`config.mk`:
```
export PLATFORM = sky130hd
export DESIGN_NAME = nsg_gate
export DESIGN_NICKNAME = d
export VERILOG_FILES = /design/src/rtl/nsg_pkg.sv /design/src/rtl/nsg_addr_dec.sv /design/src/rtl/nsg_regbank.sv /design/src/rtl/nsg_check.sv /design/src/rtl/nsg_gate.sv
export SDC_FILE = /design/constraint.sdc
export NUM_CORES = 1
export LEC_CHECK = 0
export BUFFER_PORTS_ARGS = -buffer_cell sky130_fd_sc_hd__buf_2
export CELL_PAD_IN_SITES_DETAIL_PLACEMENT = 0
export CELL_PAD_IN_SITES_GLOBAL_PLACEMENT = 1
export CORE_ASPECT_RATIO = 1.2
export CORE_UTILIZATION = 45
export DETAILED_ROUTE_END_ITERATION = 10
export HOLD_SLACK_MARGIN = 0.02
export PLACE_DENSITY_LB_ADDON = 0.08
export SETUP_SLACK_MARGIN = 0.15
export SYNTH_ARGS = -nofsm -noshare
export SYNTH_HDL_FRONTEND = slang
export SYNTH_HIERARCHICAL = 1
export SYNTH_SLANG_ARGS = --single-unit
export TNS_END_PERCENT = 1
```
`constraint.sdc`:
```
create_clock -name clk_i -period 7.15 [get_ports clk_i]
set_input_delay 1.0725 -clock clk_i [delete_from_list [all_inputs] [get_ports clk_i]]
set_output_delay 1.0725 -clock clk_i [all_outputs]
set_load 0.005 [all_outputs]
```
`src/rtl/nsg_pkg.sv`:
```
package nsg_pkg;
  localparam int unsigned FLD_PER_REG = 16;
  localparam int unsigned ADDR_W      = 16;
  localparam logic [15:0] BASE_OFF    = 16'h3600;

  typedef enum logic [2:0] {
    CLS_SET_PEND = 3'd0,
    CLS_CLR_PEND = 3'd1,
    CLS_ACTIVE   = 3'd2,
    CLS_ROUTE    = 3'd3,
    CLS_MSG_SET  = 3'd4,
    CLS_MSG_CLR  = 3'd5
  } acc_cls_e;

  typedef enum logic [1:0] {
    LVL_NONE  = 2'b00,
    LVL_SET   = 2'b01,
    LVL_CLEAR = 2'b10,
    LVL_ROUTE = 2'b11
  } acc_lvl_e;
endpackage

```
`src/rtl/nsg_addr_dec.sv`:
```
module nsg_addr_dec #(
  parameter int unsigned NUM_REGS = 4,
  localparam int unsigned REG_W   = (NUM_REGS > 1) ? $clog2(NUM_REGS) : 1
) (
  input  logic [15:0]      addr_i,
  output logic             hit_o,
  output logic [REG_W-1:0] idx_o
);
  import nsg_pkg::*;

  logic [15:0] off;

  always_comb begin
    off   = addr_i - BASE_OFF;
    hit_o = (addr_i >= BASE_OFF) && (off[1:0] == 2'b00) &&
            ({2'b00, off[15:2]} < 16'(NUM_REGS));
    idx_o = off[REG_W+1:2];
  end
endmodule

```
`src/rtl/nsg_regbank.sv`:
```
module nsg_regbank #(
  parameter int unsigned NUM_REGS = 4,
  localparam int unsigned NUM_IRQ = NUM_REGS * 16,
  localparam int unsigned REG_W   = (NUM_REGS > 1) ? $clog2(NUM_REGS) : 1
) (
  input  logic                 clk_i,
  input  logic                 rst_ni,
  input  logic                 wr_en_i,
  input  logic [REG_W-1:0]     idx_i,
  input  logic [31:0]          wdata_i,
  input  logic [NUM_IRQ-1:0]   cfg_ok_i,
  output logic [2*NUM_IRQ-1:0] lvl_q_o,
  output logic [31:0]          rd_word_o
);
  import nsg_pkg::*;

  logic [2*NUM_IRQ-1:0] lvl_q;

  for (genvar r = 0; r < NUM_REGS; r++) begin : g_reg
    for (genvar f = 0; f < FLD_PER_REG; f++) begin : g_fld
      localparam int unsigned IRQ = r * FLD_PER_REG + f;
      always_ff @(posedge clk_i or negedge rst_ni) begin
        if (!rst_ni) begin
          lvl_q[2*IRQ +: 2] <= LVL_NONE;
        end else if (wr_en_i && (idx_i == REG_W'(r))) begin
          // non-configurable fields drop the write
          lvl_q[2*IRQ +: 2] <= cfg_ok_i[IRQ] ? wdata_i[2*f +: 2] : LVL_NONE;
        end
      end
    end
  end

  always_comb begin
    rd_word_o = '0;
    for (int f = 0; f < FLD_PER_REG; f++) begin
      rd_word_o[2*f +: 2] = lvl_q[2*(int'(idx_i)*FLD_PER_REG + f) +: 2] &
                            {2{cfg_ok_i[int'(idx_i)*FLD_PER_REG + f]}};
    end
  end

  assign lvl_q_o = lvl_q;
endmodule

```
`src/rtl/nsg_check.sv`:
```
module nsg_check #(
  parameter int unsigned NUM_IRQ  = 64,
  localparam int unsigned IRQ_W   = $clog2(NUM_IRQ)
) (
  input  logic [2*NUM_IRQ-1:0] eff_lvl_i,
  input  logic [NUM_IRQ-1:0]   irq_ns_i,
  input  logic [IRQ_W-1:0]     irq_i,
  input  logic [2:0]           cls_i,
  input  logic                 wr_i,
  input  logic                 ns_i,
  output logic                 allow_o
);
  import nsg_pkg::*;

  logic [1:0] lvl;
  logic       known_cls;
  logic       perm;

  always_comb begin
    lvl       = eff_lvl_i[2*int'(irq_i) +: 2];
    known_cls = 1'b1;
    perm      = 1'b0;
    case (cls_i)
      CLS_SET_PEND, CLS_MSG_SET: perm = (lvl != LVL_NONE);
      CLS_CLR_PEND, CLS_MSG_CLR: perm = lvl[1];
      CLS_ACTIVE:                perm = lvl[1] && !wr_i;
      CLS_ROUTE:                 perm = (lvl == LVL_ROUTE);
      default:                   known_cls = 1'b0;
    endcase
    if (!ns_i)                allow_o = 1'b1;
    else if (!known_cls)      allow_o = 1'b0;
    else if (irq_ns_i[irq_i]) allow_o = 1'b1;
    else                      allow_o = perm;
  end
endmodule

```
`src/rtl/nsg_gate.sv`:
```
module nsg_gate #(
  parameter int unsigned RANGE    = 1,
  localparam int unsigned NUM_REGS = (RANGE + 1) * 2,
  localparam int unsigned NUM_IRQ  = NUM_REGS * 16,
  localparam int unsigned IRQ_W    = $clog2(NUM_IRQ),
  localparam int unsigned REG_W    = $clog2(NUM_REGS)
) (
  input  logic               clk_i,
  input  logic               rst_ni,
  input  logic               ext_en_i,
  input  logic [NUM_IRQ-1:0] irq_ns_i,
  input  logic [NUM_IRQ-1:0] cfg_ok_i,
  input  logic               reg_req_i,
  input  logic               reg_we_i,
  input  logic               reg_ns_i,
  input  logic [15:0]        reg_addr_i,
  input  logic [31:0]        reg_wdata_i,
  output logic [31:0]        reg_rdata_o,
  input  logic [IRQ_W-1:0]   chk_irq_i,
  input  logic [2:0]         chk_cls_i,
  input  logic               chk_wr_i,
  input  logic               chk_ns_i,
  output logic               chk_allow_o
);
  logic                 hit;
  logic [REG_W-1:0]     idx;
  logic                 sec_wr;
  logic [31:0]          rd_word;
  logic [2*NUM_IRQ-1:0] lvl_q;
  logic [2*NUM_IRQ-1:0] eff_lvl;

  nsg_addr_dec #(.NUM_REGS(NUM_REGS)) u_dec (
    .addr_i (reg_addr_i),
    .hit_o  (hit),
    .idx_o  (idx)
  );

  assign sec_wr = reg_req_i && reg_we_i && !reg_ns_i && ext_en_i && hit;

  nsg_regbank #(.NUM_REGS(NUM_REGS)) u_bank (
    .clk_i     (clk_i),
    .rst_ni    (rst_ni),
    .wr_en_i   (sec_wr),
    .idx_i     (idx),
    .wdata_i   (reg_wdata_i),
    .cfg_ok_i  (cfg_ok_i),
    .lvl_q_o   (lvl_q),
    .rd_word_o (rd_word)
  );

  assign reg_rdata_o = (reg_req_i && !reg_we_i && !reg_ns_i && ext_en_i && hit)
                       ? rd_word : 32'h0;

  for (genvar i = 0; i < NUM_IRQ; i++) begin : g_eff
    assign eff_lvl[2*i +: 2] = lvl_q[2*i +: 2] & {2{cfg_ok_i[i] && ext_en_i}};
  end

  nsg_check #(.NUM_IRQ(NUM_IRQ)) u_chk_logic (
    .eff_lvl_i (eff_lvl),
    .irq_ns_i  (irq_ns_i),
    .irq_i     (chk_irq_i),
    .cls_i     (chk_cls_i),
    .wr_i      (chk_wr_i),
    .ns_i      (chk_ns_i),
    .allow_o   (chk_allow_o)
  );
endmodule

```
-- Word-level counts from Yosys, hierarchy flattened
Index checks and enable logic that the tools add are counted.
- input port bits: 193
- bits in registers: 128
- logic and storage cells: 398
- shift operators: 17
- reduce and logical (&&, ||, !) cells: 89
- order comparisons: 19
- bitwise logic cells: 80
- multiplexer cells: 104
- eq/ne operators: 9
- add/sub/neg operators: 16
- operators by type and width (cell ; number):
    variable part select 128 x 33 -> 2 bit ; 15
    < comparator 32 x 7 -> 1 bit (second input constant) ; 15
    variable part select 128 x 8 -> 2 bit ; 2
    AND 2 bit ; 80
    two-way mux 2 bit ; 64
    binary-select mux 1 bit (select 6 bit) ; 16
    logical AND 1 bit ; 79
    adder 6 x 4 -> 7 bit (second input constant) ; 8
    two-way mux 32 bit ; 1
    adder 6 x 3 -> 7 bit (second input constant) ; 4
    two-way mux 1 bit ; 21
    greater-or-equal comparator 16 x 14 -> 1 bit (second input constant) ; 1
    subtractor 16 x 14 -> 16 bit (second input constant) ; 1
    adder 6 x 2 -> 7 bit (second input constant) ; 2
    < comparator 14 x 3 -> 1 bit (second input constant) ; 1
    < comparator 6 x 7 -> 1 bit (second input constant) ; 2
    adder 6 x 1 -> 7 bit (second input constant) ; 1
    == test 2 bit (second input constant) ; 3
    == test 3 x 2 -> 1 bit (second input constant) ; 2
    == test 3 bit (second input constant) ; 2
    OR reduction 6 bit ; 1
    logical NOT 2 bit ; 2
    one-hot mux 1 bit (4 select lines) ; 1
    OR reduction 2 bit ; 2
    other kinds (6) ; 8

-- Depth between registers and ports, before layout
- depth after elaboration: 8
- gate-level depth with buffers: 10

-- By module
The synthesis kept the hierarchy.
- by module, submodules not included (module ; seq. area each (um2) ; area each (um2) ; instances ; cells an instance):
    nsg_regbank ; 3203.1 ; 7085.5 ; 1 ; 624
    nsg_check ; 0.0 ; 1841.8 ; 1 ; 143
    nsg_gate ; 0.0 ; 1126.1 ; 1 ; 183
    nsg_addr_dec ; 0.0 ; 105.1 ; 1 ; 14

-- Worst setup path after synthesis
Ideal clock, no wire load.
- kind: input to output
- start point: input port ext_en_i
- end point: output port chk_allow_o
- arrival time: 2.852 ns
- required time: 6.077 ns
- setup slack: 3.225 ns
- stages on the path: 10
- cells stage by stage: buf_4 -> clkbuf_2 -> and3_1 -> mux4_2 -> mux2_2 -> a22oi_1 -> o2111ai_2 -> o221ai_2 -> a2bb2oi_1 -> o2111ai_1
- cells in the longest elaborated chain, start to end: 8
- ends and longest elaborated chain (item ; line ; source):
    start: declaration ; nsg_gate.sv:10 ; input logic ext_en_i,
    logical AND 1 bit (*) ; nsg_gate.sv:55 ; assign eff_lvl[2*i +: 2] = lvl_q[2*i +: 2] & {2{cfg_ok_i[i] && ext_en_i}};
    AND 2 bit (*) ; nsg_gate.sv:55 ;
    via eff_lvl[95] ; nsg_gate.sv:30 ; logic [2*NUM_IRQ-1:0] eff_lvl;
    variable part select 128 x 8 -> 2 bit (*) ; nsg_check.sv:20 ; lvl = eff_lvl_i[2*int'(irq_i) +: 2];
    == test 2 bit (tied with other cells) ; nsg_check.sv:27 ; CLS_ROUTE: perm = (lvl == LVL_ROUTE);
    one-hot mux 1 bit (4 select lines) (*) ; nsg_check.sv:23 ; case (cls_i)
    two-way mux 1 bit (*) ; nsg_check.sv:32 ; else if (irq_ns_i[irq_i]) allow_o = 1'b1;
    two-way mux 1 bit (*) ; nsg_check.sv:31 ; else if (!known_cls) allow_o = 1'b0;
    two-way mux 1 bit (*) ; nsg_check.sv:30 ; if (!ns_i) allow_o = 1'b1;
    end: declaration ; nsg_gate.sv:23 ; output logic chk_allow_o
Mark *: on every way through the listed nets, which the timed path passes. The rest lies on a longest branch.

-- Worst setup path after layout
Ends and elaborated chain as after synthesis.

==> metrics <==
status=finished with violations; violated checks=design-rule violations; arrival time at the worst endpoint=4100 ps; post-synth top area cell=dfrtp_1; Total Wirelength=33500 um; Mapped Area=10200 sq um; routability congestion estimate=approximately 0.86; total track usage=between 20% and 30%; die area=23200 sq um; 1st-pass router iterations=9; crit path cell chain=buf_2 > buf_4 > and3_1 > mux2i_1 > a221oi_2 > a22oi_1 > o2111ai_2 > o221ai_2 > a221o_1 > o2111ai_1 > buf_2; Post-synth ARST share=between 90% and 100%; Post-Syn Instances=964; path category of the worst min-delay check=flip-flop to flip-flop; Slowest cell on crit path=buf_4; Total Power=0.00197 W; first-pass GRT wire length=51800 um; compound-cell area share of the yosys netlist=between 2 and 3%; CP max stage delay=630 ps; WS Path Type=input port to primary output; Final setup viols=0; Layout area overhead=15.7%; setup_tns=0 ps; DR iter-0 viols=636; total grt overflow=0; Power Density=about 170 nW/um^2; max-slew violations=0; CTS Hold Bufs=0; post-detailed-route count of antenna-violating nets=0; worst-case clock skew=0 ps; largest family of logic cells by synthesized area=multiplexers; vias per inst=approximately 5.8; area share of the largest cell type after synthesis=around a third; Fin. Hold Viols=0; number of global-route vias before repair=8772; H-tree levels=4; register area=3200 sq um; Port Buf Inserts=225; Synthesized Nets=1158; post-route cell area=between 10000 and 15000 sq um; average wire per standard cell=23.3 um; most common flop cell mapped by yosys=dfrtp_1; max_slew headroom=33.9%; clk buf depth=2; # fillers=between 2000 and 2500; CP required=6080 ps; RSZ-0062 raised after global routing=no; largest net degree at the start of global routing=85; syn avg cell area=10.5 sq um; Largest register FFs=128; number of max-cap violations=0; crit share post-route=72.4%; initial antenna violation count=2; simple-gate share of the synthesized area=19.1%; Final Worst Setup Slack=1970 ps; nets=1346; DP Area=around 11000 sq um; yosys warns=6; row count=59; EDFF count, synth=0; I/O pins=around 230; pre-CTS WS=~2000 ps; mux share of post-synthesis cell area=about 36%; Worst Setup End Kind=primary output; Die X=139 um; Yosys cell types=53; clk sink count=128; max frequency=a little under 0.2 GHz; Synth area leaders=dfrtp_1 32%, mux4_2 17%, mux2i_1 14%, and3_1 10%, nand2_1 4.9%; post-route DRC violation count=24; Largest delay share family, worst path=compound AO/OA/AOI/OAI gates; Final HPWL DP=23800 um; post-synthesis xor/xnor area fraction=0%; minimum clock period=5180 ps; CTS buffer count=17; crit path launch type=input port; core box area=between 20000 and 25000 sq um; Initial Util=46.3%; area of the multi-input gates=5880 sq um; top-count cell post-synth=and3_1; Peak VDD IR=0.156 mV; Slew @ Worst Pin=991 ps; die height=between 150 and 200 um; post-synthesis sequential area ratio=31.5%; Max FO, Critical Path=84; Buffers & Inverters on Critical Path=3; post-synthesis adder-cell area fraction=less than 1%; CTS tree=done; Leak=5.95 nW; Clock Latency Late Sink=420 ps; Vias=8412; setup bufs post-CTS=0; cell mode on critical path=buf_2; clock transition at the registers of the reported paths=50 ps; CTS Root Cell=clkbuf_16; PostCTS Resize Cnt=0; Seq cells post-synth=128; synth cell count leaders=162 x and3_1, 147 x mux2i_1, 132 x nand2_1; layout cells sized above 1=30.8%
## per-layer routing
metal | wire [um] | GRT usage, %
met5 | 0 | 0
met4 | 716 | 10.2
met3 | 1740 | 3.94
met2 | 17200 | 51.8
met1 | 13800 | 37.5
## cell families after synthesis
kind of cell / after synthesis
mux: 242
compound gates: 31
simple gates: 362
flops: 128
fa+ha+maj: 1
buf+inv: 200
## metrics by stage
stage          util [%]  instances  hold slack [ps]
2_1_floorplan         -        964              501
3_3_place_gp       50.8       1407              515
3_5_place_dp       50.8       1407              523
4_1_cts            53.6       1438              533
5_1_grt            53.6       1439              552
6_report           53.6       1439              535
## placed cells by master (no fill, tap or decap), drive strengths merged, types with 4 or more instances in the layout
master,count
dfrtp,128
buf,238
nand2,132
inv,132
o211ai,4
and2,33
and3,162
clkbuf,18
nor2,7
o21ai,4
nand3,5
nor2b,4
mux2i,147
mux4,93
clkinv,6
nor3,4
## worst min-delay path, delay by kind of cell (launching register included)
kind                   cells  cell delay, ps
muxes                      1              50
buffers and inverters      1              60
DFF                        1             380
## area by class of cell
type | instances | share of cell area [%]
antenna | 1 | 0.0213
clock buffer | 18 | 3.74
clock inverter | 13 | 1.38
inverter | 131 | 4.19
multi-input combinational | 636 | 50.0
sequential | 128 | 27.3
tap | 274 | 2.92
timing repair buffer | 238 | 10.5
## report_power, final
group	internal, W	switching (W)	total [W]
Combinational	0.000155	0.000181	0.000336
Sequential	0.000725	0.000000111	0.000725
Clock	0.000556	0.000349	0.000906
## worst paths after layout
| check | start | end | slack, ps | cells past startpoint |
|---|---|---|---|---|
| worst max-delay path | ext_en_i | chk_allow_o | 1970 | 11 |
| worst min-delay path | u_bank/lvl_q_o[33] | u_bank/lvl_q_o[33] | 530 | 2 |
| worst max register to register | u_bank/lvl_q_o[37] | u_bank/lvl_q_o[37] | 6430 | 2 |
| worst min register to register | u_bank/lvl_q_o[33] | u_bank/lvl_q_o[33] | 530 | 2 |
| max in group asynchronous | rst_ni | u_bank/lvl_q_o[41] | 4840 | 3 |
| min in group asynchronous | rst_ni | u_bank/lvl_q_o[124] | 600 | 1 |
Power figures use the tool's default switching activity.
